--- src/rtl/gps_phase_meter_pkg.sv ---
package gps_phase_meter_pkg;
  typedef enum logic {
    GATE_SHUT = 1'b0,
    GATE_OPEN = 1'b1
  } gate_e;
endpackage

--- src/rtl/pm_edge_sync.sv ---
module pm_edge_sync #(
  parameter int STAGES = 2
) (
  input  logic clk_i,
  input  logic rst_i,
  input  logic d_i,
  output logic rise_o
);
  logic [STAGES-1:0] sync_q;
  logic              last_q;

  always_ff @(posedge clk_i) begin
    if (rst_i) begin
      sync_q <= '0;
      last_q <= 1'b0;
    end else begin
      sync_q <= {sync_q[STAGES-2:0], d_i};
      last_q <= sync_q[STAGES-1];
    end
  end

  assign rise_o = sync_q[STAGES-1] & ~last_q;
endmodule

--- src/rtl/pm_prescaler.sv ---
module pm_prescaler #(
  parameter int DIV_W = 4,
  localparam int SEL_W = $clog2(DIV_W)
) (
  input  logic             clk_i,
  input  logic             rst_i,
  input  logic             osc_rise_i,
  input  logic [SEL_W-1:0] sel_i,
  output logic             div_rise_o
);
  logic [DIV_W-1:0] cnt_q;
  logic [DIV_W-1:0] cnt_nxt;

  assign cnt_nxt    = cnt_q + 1'b1;
  assign div_rise_o = osc_rise_i & ~cnt_q[sel_i] & cnt_nxt[sel_i];

  always_ff @(posedge clk_i) begin
    if (rst_i)           cnt_q <= '0;
    else if (osc_rise_i) cnt_q <= cnt_nxt;
  end
endmodule

--- src/rtl/pm_gate.sv ---
module pm_gate
  import gps_phase_meter_pkg::*;
#(
  parameter int ACC_W   = 16,
  parameter int TIMEOUT = 36_000_000,
  localparam int TMO_W  = $clog2(TIMEOUT + 1)
) (
  input  logic             clk_i,
  input  logic             rst_i,
  input  logic             pps_rise_i,
  input  logic             div_rise_i,
  output logic             gate_open_o,
  output logic             done_o,
  output logic [ACC_W-1:0] len_o,
  output logic             miss_o
);
  localparam logic [TMO_W-1:0] TMO_LAST = TMO_W'(TIMEOUT - 1);
  localparam logic [TMO_W-1:0] TMO_END  = TMO_W'(TIMEOUT);

  gate_e            gate_q;
  logic [ACC_W-1:0] run_q;
  logic [TMO_W-1:0] tmo_q;
  logic             expire;

  assign expire      = ~pps_rise_i & (tmo_q == TMO_LAST);
  assign gate_open_o = (gate_q == GATE_OPEN);

  always_ff @(posedge clk_i) begin
    if (rst_i) begin
      gate_q <= GATE_SHUT;
      run_q  <= '0;
      tmo_q  <= '0;
      miss_o <= 1'b0;
      done_o <= 1'b0;
      len_o  <= '0;
    end else begin
      done_o <= 1'b0;
      if (pps_rise_i) begin
        tmo_q  <= '0;
        miss_o <= 1'b0;
      end else if (tmo_q != TMO_END) begin
        tmo_q <= tmo_q + 1'b1;
        if (expire) miss_o <= 1'b1;
      end
      case (gate_q)
        GATE_SHUT: begin
          if (pps_rise_i) begin
            gate_q <= GATE_OPEN;
            run_q  <= '0;
          end
        end
        GATE_OPEN: begin
          if (expire) begin
            gate_q <= GATE_SHUT;
          end else if (div_rise_i) begin
            gate_q <= GATE_SHUT;
            done_o <= 1'b1;
            len_o  <= (&run_q) ? run_q : run_q + 1'b1;
          end else if (!(&run_q)) begin
            run_q <= run_q + 1'b1;
          end
        end
        default: gate_q <= GATE_SHUT;
      endcase
    end
  end
endmodule

--- src/rtl/pm_window.sv ---
module pm_window #(
  parameter int ACC_W  = 16,
  parameter int WINDOW = 30,
  localparam int NW    = $clog2(WINDOW)
) (
  input  logic             clk_i,
  input  logic             rst_i,
  input  logic             done_i,
  input  logic [ACC_W-1:0] len_i,
  output logic             win_v_o,
  output logic [ACC_W-1:0] win_total_o,
  output logic             win_ovf_o
);
  localparam logic [NW-1:0] LAST = NW'(WINDOW - 1);

  logic [ACC_W-1:0] acc_q;
  logic             sticky_q;
  logic [NW-1:0]    nint_q;
  logic [ACC_W:0]   sum;
  logic [ACC_W-1:0] sat;

  assign sum = {1'b0, acc_q} + {1'b0, len_i};
  assign sat = sum[ACC_W] ? {ACC_W{1'b1}} : sum[ACC_W-1:0];

  always_ff @(posedge clk_i) begin
    if (rst_i) begin
      acc_q       <= '0;
      sticky_q    <= 1'b0;
      nint_q      <= '0;
      win_v_o     <= 1'b0;
      win_total_o <= '0;
      win_ovf_o   <= 1'b0;
    end else begin
      win_v_o <= 1'b0;
      if (done_i) begin
        if (nint_q == LAST) begin
          win_v_o     <= 1'b1;
          win_total_o <= sat;
          win_ovf_o   <= sticky_q | sum[ACC_W];
          acc_q       <= '0;
          sticky_q    <= 1'b0;
          nint_q      <= '0;
        end else begin
          acc_q    <= sat;
          sticky_q <= sticky_q | sum[ACC_W];
          nint_q   <= nint_q + 1'b1;
        end
      end
    end
  end
endmodule

--- src/rtl/pm_piso.sv ---
module pm_piso #(
  parameter int ACC_W = 16
) (
  input  logic             clk_i,
  input  logic             rst_i,
  input  logic             load_i,
  input  logic [ACC_W-1:0] data_i,
  input  logic             ovf_i,
  input  logic             shift_i,
  output logic             sdo_o,
  output logic             rdy_o,
  output logic             ovf_o
);
  logic [ACC_W-1:0] sr_q;

  always_ff @(posedge clk_i) begin
    if (rst_i) begin
      sr_q  <= '0;
      rdy_o <= 1'b0;
      ovf_o <= 1'b0;
    end else if (load_i) begin
      sr_q  <= data_i;
      rdy_o <= 1'b1;
      ovf_o <= ovf_i;
    end else if (shift_i) begin
      sr_q  <= {sr_q[ACC_W-2:0], 1'b0};
      rdy_o <= 1'b0;
    end
  end

  assign sdo_o = sr_q[ACC_W-1];
endmodule

--- src/rtl/gps_phase_meter.sv ---
module gps_phase_meter #(
  parameter int ACC_W       = 16,
  parameter int WINDOW      = 30,
  parameter int TIMEOUT     = 36_000_000,
  parameter int SYNC_STAGES = 2,
  parameter int DIV_W       = 4,
  localparam int SEL_W      = $clog2(DIV_W)
) (
  input  logic             clk_i,
  input  logic             rst_i,
  input  logic             osc_i,
  input  logic             pps_i,
  input  logic [SEL_W-1:0] div_sel_i,
  input  logic             sclk_i,
  output logic             sdo_o,
  output logic             rdy_o,
  output logic             ovf_o,
  output logic             miss_o
);
  localparam int N_IN = 3;

  logic [N_IN-1:0]  raw_in;
  logic [N_IN-1:0]  rise;
  logic             osc_rise, pps_rise, sclk_rise, div_rise;
  logic             gate_open, iv_done;
  logic [ACC_W-1:0] iv_len;
  logic             win_v, win_ovf;
  logic [ACC_W-1:0] win_total;

  assign raw_in = {sclk_i, pps_i, osc_i};

  for (genvar g = 0; g < N_IN; g++) begin : g_sync
    pm_edge_sync #(.STAGES(SYNC_STAGES)) sync_i (
      .clk_i(clk_i), .rst_i(rst_i), .d_i(raw_in[g]), .rise_o(rise[g])
    );
  end

  assign osc_rise  = rise[0];
  assign pps_rise  = rise[1];
  assign sclk_rise = rise[2];

  pm_prescaler #(.DIV_W(DIV_W)) presc_i (
    .clk_i(clk_i), .rst_i(rst_i), .osc_rise_i(osc_rise),
    .sel_i(div_sel_i), .div_rise_o(div_rise)
  );

  pm_gate #(.ACC_W(ACC_W), .TIMEOUT(TIMEOUT)) gate_i (
    .clk_i(clk_i), .rst_i(rst_i), .pps_rise_i(pps_rise), .div_rise_i(div_rise),
    .gate_open_o(gate_open), .done_o(iv_done), .len_o(iv_len), .miss_o(miss_o)
  );

  pm_window #(.ACC_W(ACC_W), .WINDOW(WINDOW)) win_i (
    .clk_i(clk_i), .rst_i(rst_i), .done_i(iv_done), .len_i(iv_len),
    .win_v_o(win_v), .win_total_o(win_total), .win_ovf_o(win_ovf)
  );

  pm_piso #(.ACC_W(ACC_W)) piso_i (
    .clk_i(clk_i), .rst_i(rst_i), .load_i(win_v), .data_i(win_total),
    .ovf_i(win_ovf), .shift_i(sclk_rise), .sdo_o(sdo_o), .rdy_o(rdy_o),
    .ovf_o(ovf_o)
  );
endmodule

--- config.mk ---
export PLATFORM = sky130hd
export DESIGN_NAME = gps_phase_meter
export DESIGN_NICKNAME = d
export VERILOG_FILES = /design/src/rtl/gps_phase_meter_pkg.sv /design/src/rtl/pm_edge_sync.sv /design/src/rtl/pm_prescaler.sv /design/src/rtl/pm_gate.sv /design/src/rtl/pm_window.sv /design/src/rtl/pm_piso.sv /design/src/rtl/gps_phase_meter.sv
export SDC_FILE = /design/constraint.sdc
export NUM_CORES = 1
export LEC_CHECK = 0
export BUFFER_PORTS_ARGS = -buffer_cell sky130_fd_sc_hd__buf_2
export CAP_MARGIN = 5
export CORE_ASPECT_RATIO = 0.75
export CORE_MARGIN = 3
export CORE_UTILIZATION = 32
export DETAILED_ROUTE_END_ITERATION = 10
export MAX_ROUTING_LAYER = met4
export PLACE_DENSITY_LB_ADDON = 0.15
export SYNTH_ARGS = -nofsm -noshare
export SYNTH_HDL_FRONTEND = slang
export SYNTH_HIERARCHICAL = 1
export SYNTH_SLANG_ARGS = --single-unit
export TNS_END_PERCENT = 20
--- constraint.sdc ---
create_clock -name clk_i -period 2.04 [get_ports clk_i]
set_input_delay 0.408 -clock clk_i [delete_from_list [all_inputs] [get_ports clk_i]]
set_output_delay 0.408 -clock clk_i [all_outputs]
set_load 0.01 [all_outputs]
==> summary.txt <==
Run status
  – Result of the run: finished with violations
  – Violated checks: negative setup slack

Power and ir drop
  – Worst vdd rail ir drop: 0.000502 V
  – Leakage component of the power: 3.21 nW
  – Cell Pwr Density: 707 mW/mm^2
  – Total chip power: 6.07 mW

Placement
  – Worst Setup Slack post-DPL: -0.343 ns
  – Final weighted congestion in routability-driven placement: 0.888
  – Cell Count Post-Placement: 1043
  – Port Buf Inserts: 10
  – Placed wire-length estimate: 11.5 mm

Setup path
  – Reg-to-reg slack, setup: -0.15 ns
  – Number of cells on the worst reg-to-reg path: 8
  – Reg-to-reg critical path startpoint: gate_i/len_o[0]
  – Required time of the worst setup path: 2.35 ns
  – Logic depth of the worst path, buffers included: 8
  – WP buf/inv: 0
  – Crit Path Class: flip-flop to flip-flop
  – Peak per-stage delay on the critical path: 0.34 ns
  – Top fanout value on the critical path: 3
  – Endpoint type of the worst setup path: flip-flop
  – Ordered cell list for the critical path: ha_4, fa_2, a211oi_2, o21ai_4, a311oi_2, o31ai_2, xor2_1, a221o_1
  – Slowest CP cell: sky130_fd_sc_hd__dfxtp_2
  – CP delay by family, top: compound AO/OA/AOI/OAI gates
  – Endpoint of the lowest-slack register-to-register path: win_i/acc_q[14]
  – Launch point of the worst path: gate_i/len_o[0]
  – Signal arrival time at the worst endpoint: 2.49 ns
  – Startpoint type of the worst setup path: flip-flop

Die
  – Starting density of the core: 33.1%
  – Area of the die: 0.0222 mm^2
  – Ports: 11
  – DIE WIDTH: 171 um
  – Core Rows: 44
  – DIE HEIGHT: 130 um
  – Core Area: 0.0197 mm^2

Final layout
  – Diode insertion count for antenna repair: 0
  – Fraction of layout instances using a drive strength above 1: 29.8%
  – Fraction of the core area covered by cells at the end of the flow: 43.6%
  – Syn-to-layout area delta: 31.4%
  – Fill cell instance count of the final layout: 1882
  – Final cell count without fillers: 1082
  – Net total in the final layout: 846

STA
  – Actual slew at the worst max-slew pin: 1.05 ns
  – Portion of the clock cycle consumed by the worst path in the final layout: 107%
  – Final hold vios: 0
  – Unrepaired setup endpoints after global routing: yes
  – Post-Route Setup TNS: -3.69 ns
  – Setup Viol. Count Final: 56
  – Number of pins with negative max-slew slack in the final report: 0
  – Clock period minus worst slack: 2.19 ns
  – Max Clk Rate: 0.457 GHz
  – Worst relative slew slack: 29.8%
  – Clock tree skew after final layout: 0.0130 ns
  – Final setup slack of the worst path: -0.148 ns

Drt
  – WL met2: 7.34 mm
  – DR iter-0 viols: 359
  – Number of vias after detailed routing: 5639
  – Remaining number of nets flagged by the antenna check after routing: 0
  – Overall routed net length: 16.6 mm
  – Routed metal-1 wirelength: 8.64 mm
  – Ratio of routed vias to standard cells: 5.21
  – TritonRoute pass-1 iters: 4
  – Max Used Layer: met4
  – DR WL/cell: 15.3 um
  – Remaining DRCs: 0
  – Total length of routed met3 wires: 526 um

Clock tree
  – Bufs on Longest Clock Path: 2
  – Clock transition at the registers of the reported paths: 0.06 ns
  – Total number of clock tree sinks: 132
  – Clock Latency Late Sink: 0.42 ns
  – Cell chosen for the clock root: sky130_fd_sc_hd__clkbuf_16
  – Clock tree from TritonCTS: yes
  – Hold buffer count at cts: 0
  – Deepest level of the CTS H-tree: 4
  – Number of buffers created by CTS: 17

Synthesis
  – Ys Warns: 6
  – Post-synth design cell area: 0.00653 mm^2
  – Proportion of synthesized chip area in sequential cells: 40.5%
  – Seq cells post-synth: 132
  – Post-synth EDFFs: 0
  – Fraction of registers with async set or reset after synthesis: 0%
  – Most used flip-flop cell after synthesis: sky130_fd_sc_hd__dfxtp_1
  – Mean post-synth cell area: 9.01 um^2
  – Post-Syn Instances: 725
  – Distinct cells, synth: 81
  – Synthesized net count: 755

GRT
  – Pin count of the biggest net entering global routing: 36
  – Wire length of the first global-routing pass: 27.4 mm
  – All-layer global routing usage: 15.8%
  – Antenna violations before repair: 0
  – Remaining global-route overflow: 0
  – Number of global-route vias before repair: 5495

Hold path
  – Hold-critical path depth: 2
  – Worst hold start: sclk_i
  – Endpoint with the worst hold slack: g_sync[2].sync_i/sync_q[0]
  – Class of the worst hold path: primary input to flip-flop

Flow run
  – Max-cap check violation count: 0
-- where the power goes --
group	internal (mW)	switching, mW
clock network	2.06	1.21
logic	0.0781	0.114
registers	2.60	0.0133
total	4.74	1.33
-- final cells by class --
| class | instances | area (um^2) | share of cell area [%] |
|---|---|---|---|
| multi-input combinational | 545 | 4080 | 47.6 |
| sequential | 132 | 2650 | 30.9 |
| timing repair buffer | 109 | 861 | 10.0 |
| clock buffer | 18 | 429 | 5.00 |
| tap | 253 | 317 | 3.69 |
| clock inverter | 14 | 200 | 2.33 |
| inverter | 11 | 41.3 | 0.481 |
-- kinds of logic after synthesis --
| kind of cell | Yosys count | share of synthesized area, % |
|---|---|---|
| compound gates | 158 | 18.0 |
| xor+xnor | 46 | 6.17 |
| fa+ha+maj | 23 | 4.52 |
| buf+inv | 49 | 3.87 |
| flops | 132 | 40.5 |
| mux | 23 | 3.56 |
| simple gates | 294 | 23.4 |
-- metrics by stage --
stage | cell area (um^2) | hold slack [ns]
final | 8580 | 0.202
after global routing | 8580 | 0.211
after CTS | 8390 | 0.188
after detailed placement | 7440 | 0.447
after global placement | 7440 | 0.423
after floorplan | 6560 | 0.414
-- flip-flops by register name (all words and copies together) (netlist names), 4 cells and up --
signal / cells
gate_i/len_o: 16
win_i/win_total_o: 16
presc_i/cnt_q: 4
gate_i/tmo_q: 26
win_i/nint_q: 5
gate_i/run_q: 16
piso_i/sr_q: 16
g_sync.sync_i/sync_q: 6
win_i/acc_q: 16
-- cells in the final DEF (no fill, tap or decap), types with 10 or more instances in the layout --
cell type | netlist | final
sky130_fd_sc_hd__mux2i_1 | 21 | 21
sky130_fd_sc_hd__a211oi_1 | 25 | 22
sky130_fd_sc_hd__o21ai_0 | 15 | 12
sky130_fd_sc_hd__ha_1 | 22 | 17
sky130_fd_sc_hd__nand4_1 | 15 | 15
sky130_fd_sc_hd__nand3_1 | 18 | 18
sky130_fd_sc_hd__nor2_1 | 91 | 76
sky130_fd_sc_hd__buf_2 | 8 | 10
sky130_fd_sc_hd__nor2_4 | 0 | 10
sky130_fd_sc_hd__dfxtp_1 | 132 | 125
sky130_fd_sc_hd__a21oi_1 | 35 | 33
sky130_fd_sc_hd__clkbuf_16 | 0 | 17
sky130_fd_sc_hd__nor3_1 | 34 | 26
sky130_fd_sc_hd__inv_1 | 11 | 10
sky130_fd_sc_hd__buf_4 | 3 | 88
sky130_fd_sc_hd__xor2_1 | 17 | 17
sky130_fd_sc_hd__nor2b_1 | 28 | 28
sky130_fd_sc_hd__o21ai_1 | 11 | 12
sky130_fd_sc_hd__xnor2_1 | 29 | 25
sky130_fd_sc_hd__nand2_1 | 42 | 42
sky130_fd_sc_hd__a211oi_2 | 10 | 13
-- how the worst max path moves through the flow --
| stage | to |
|---|---|
| 3_5_place_dp | gate_i/run_q[13] |
| 5_1_grt | win_i/win_total_o[5] |
| 6_report | win_i/acc_q[14] |
| 4_1_cts | win_i/acc_q[14] |
| 3_3_place_gp | gate_i/run_q[11] |
| 2_1_floorplan | gate_i/run_q[4] |
-- routing by layer --
metal / vias to the layer above / GRT usage (%)
li1: 2825 / -
met1: 2714 / 22.0
met3: 8 / 3.73
met2: 92 / 23.5
met4: 0 / 3.60
met5: - / -
-- cells in the mapped netlist (all sizes together), types with 4 or more instances --
cell type	number	area [um^2]
clkbuf	17	65.1
mux2i	21	210
dfxtp	132	2640
a221o	4	41.3
or3	7	43.8
a21o	8	60.1
nor3	34	170
xor2	17	149
and2	5	31.3
ha	22	275
inv	11	41.3
nand4	17	119
nand2	42	158
nand3	19	100
and4	5	43.8
xnor2	29	254
a211oi	35	313
nor2b	31	201
o211ai	9	77.6
a211o	5	43.8
nor2	91	342
a21oi	36	184
nor3b	4	35.0
o31ai	6	50.1
and3	5	38.8
o21ai	29	164
buf	21	146
a311oi	4	35.0
nand2b	9	56.3
nor4	8	56.3
-- repair_timing --
item                       4_1_cts  5_1_grt
pin swaps                       29       18
buffers inserted                 3        2
resized for setup               66       34
gates cloned                     2        0
hold endpoints to repair         0        0
setup endpoints to repair       75       73
Note: power is estimated with default switching activity, not from simulation.
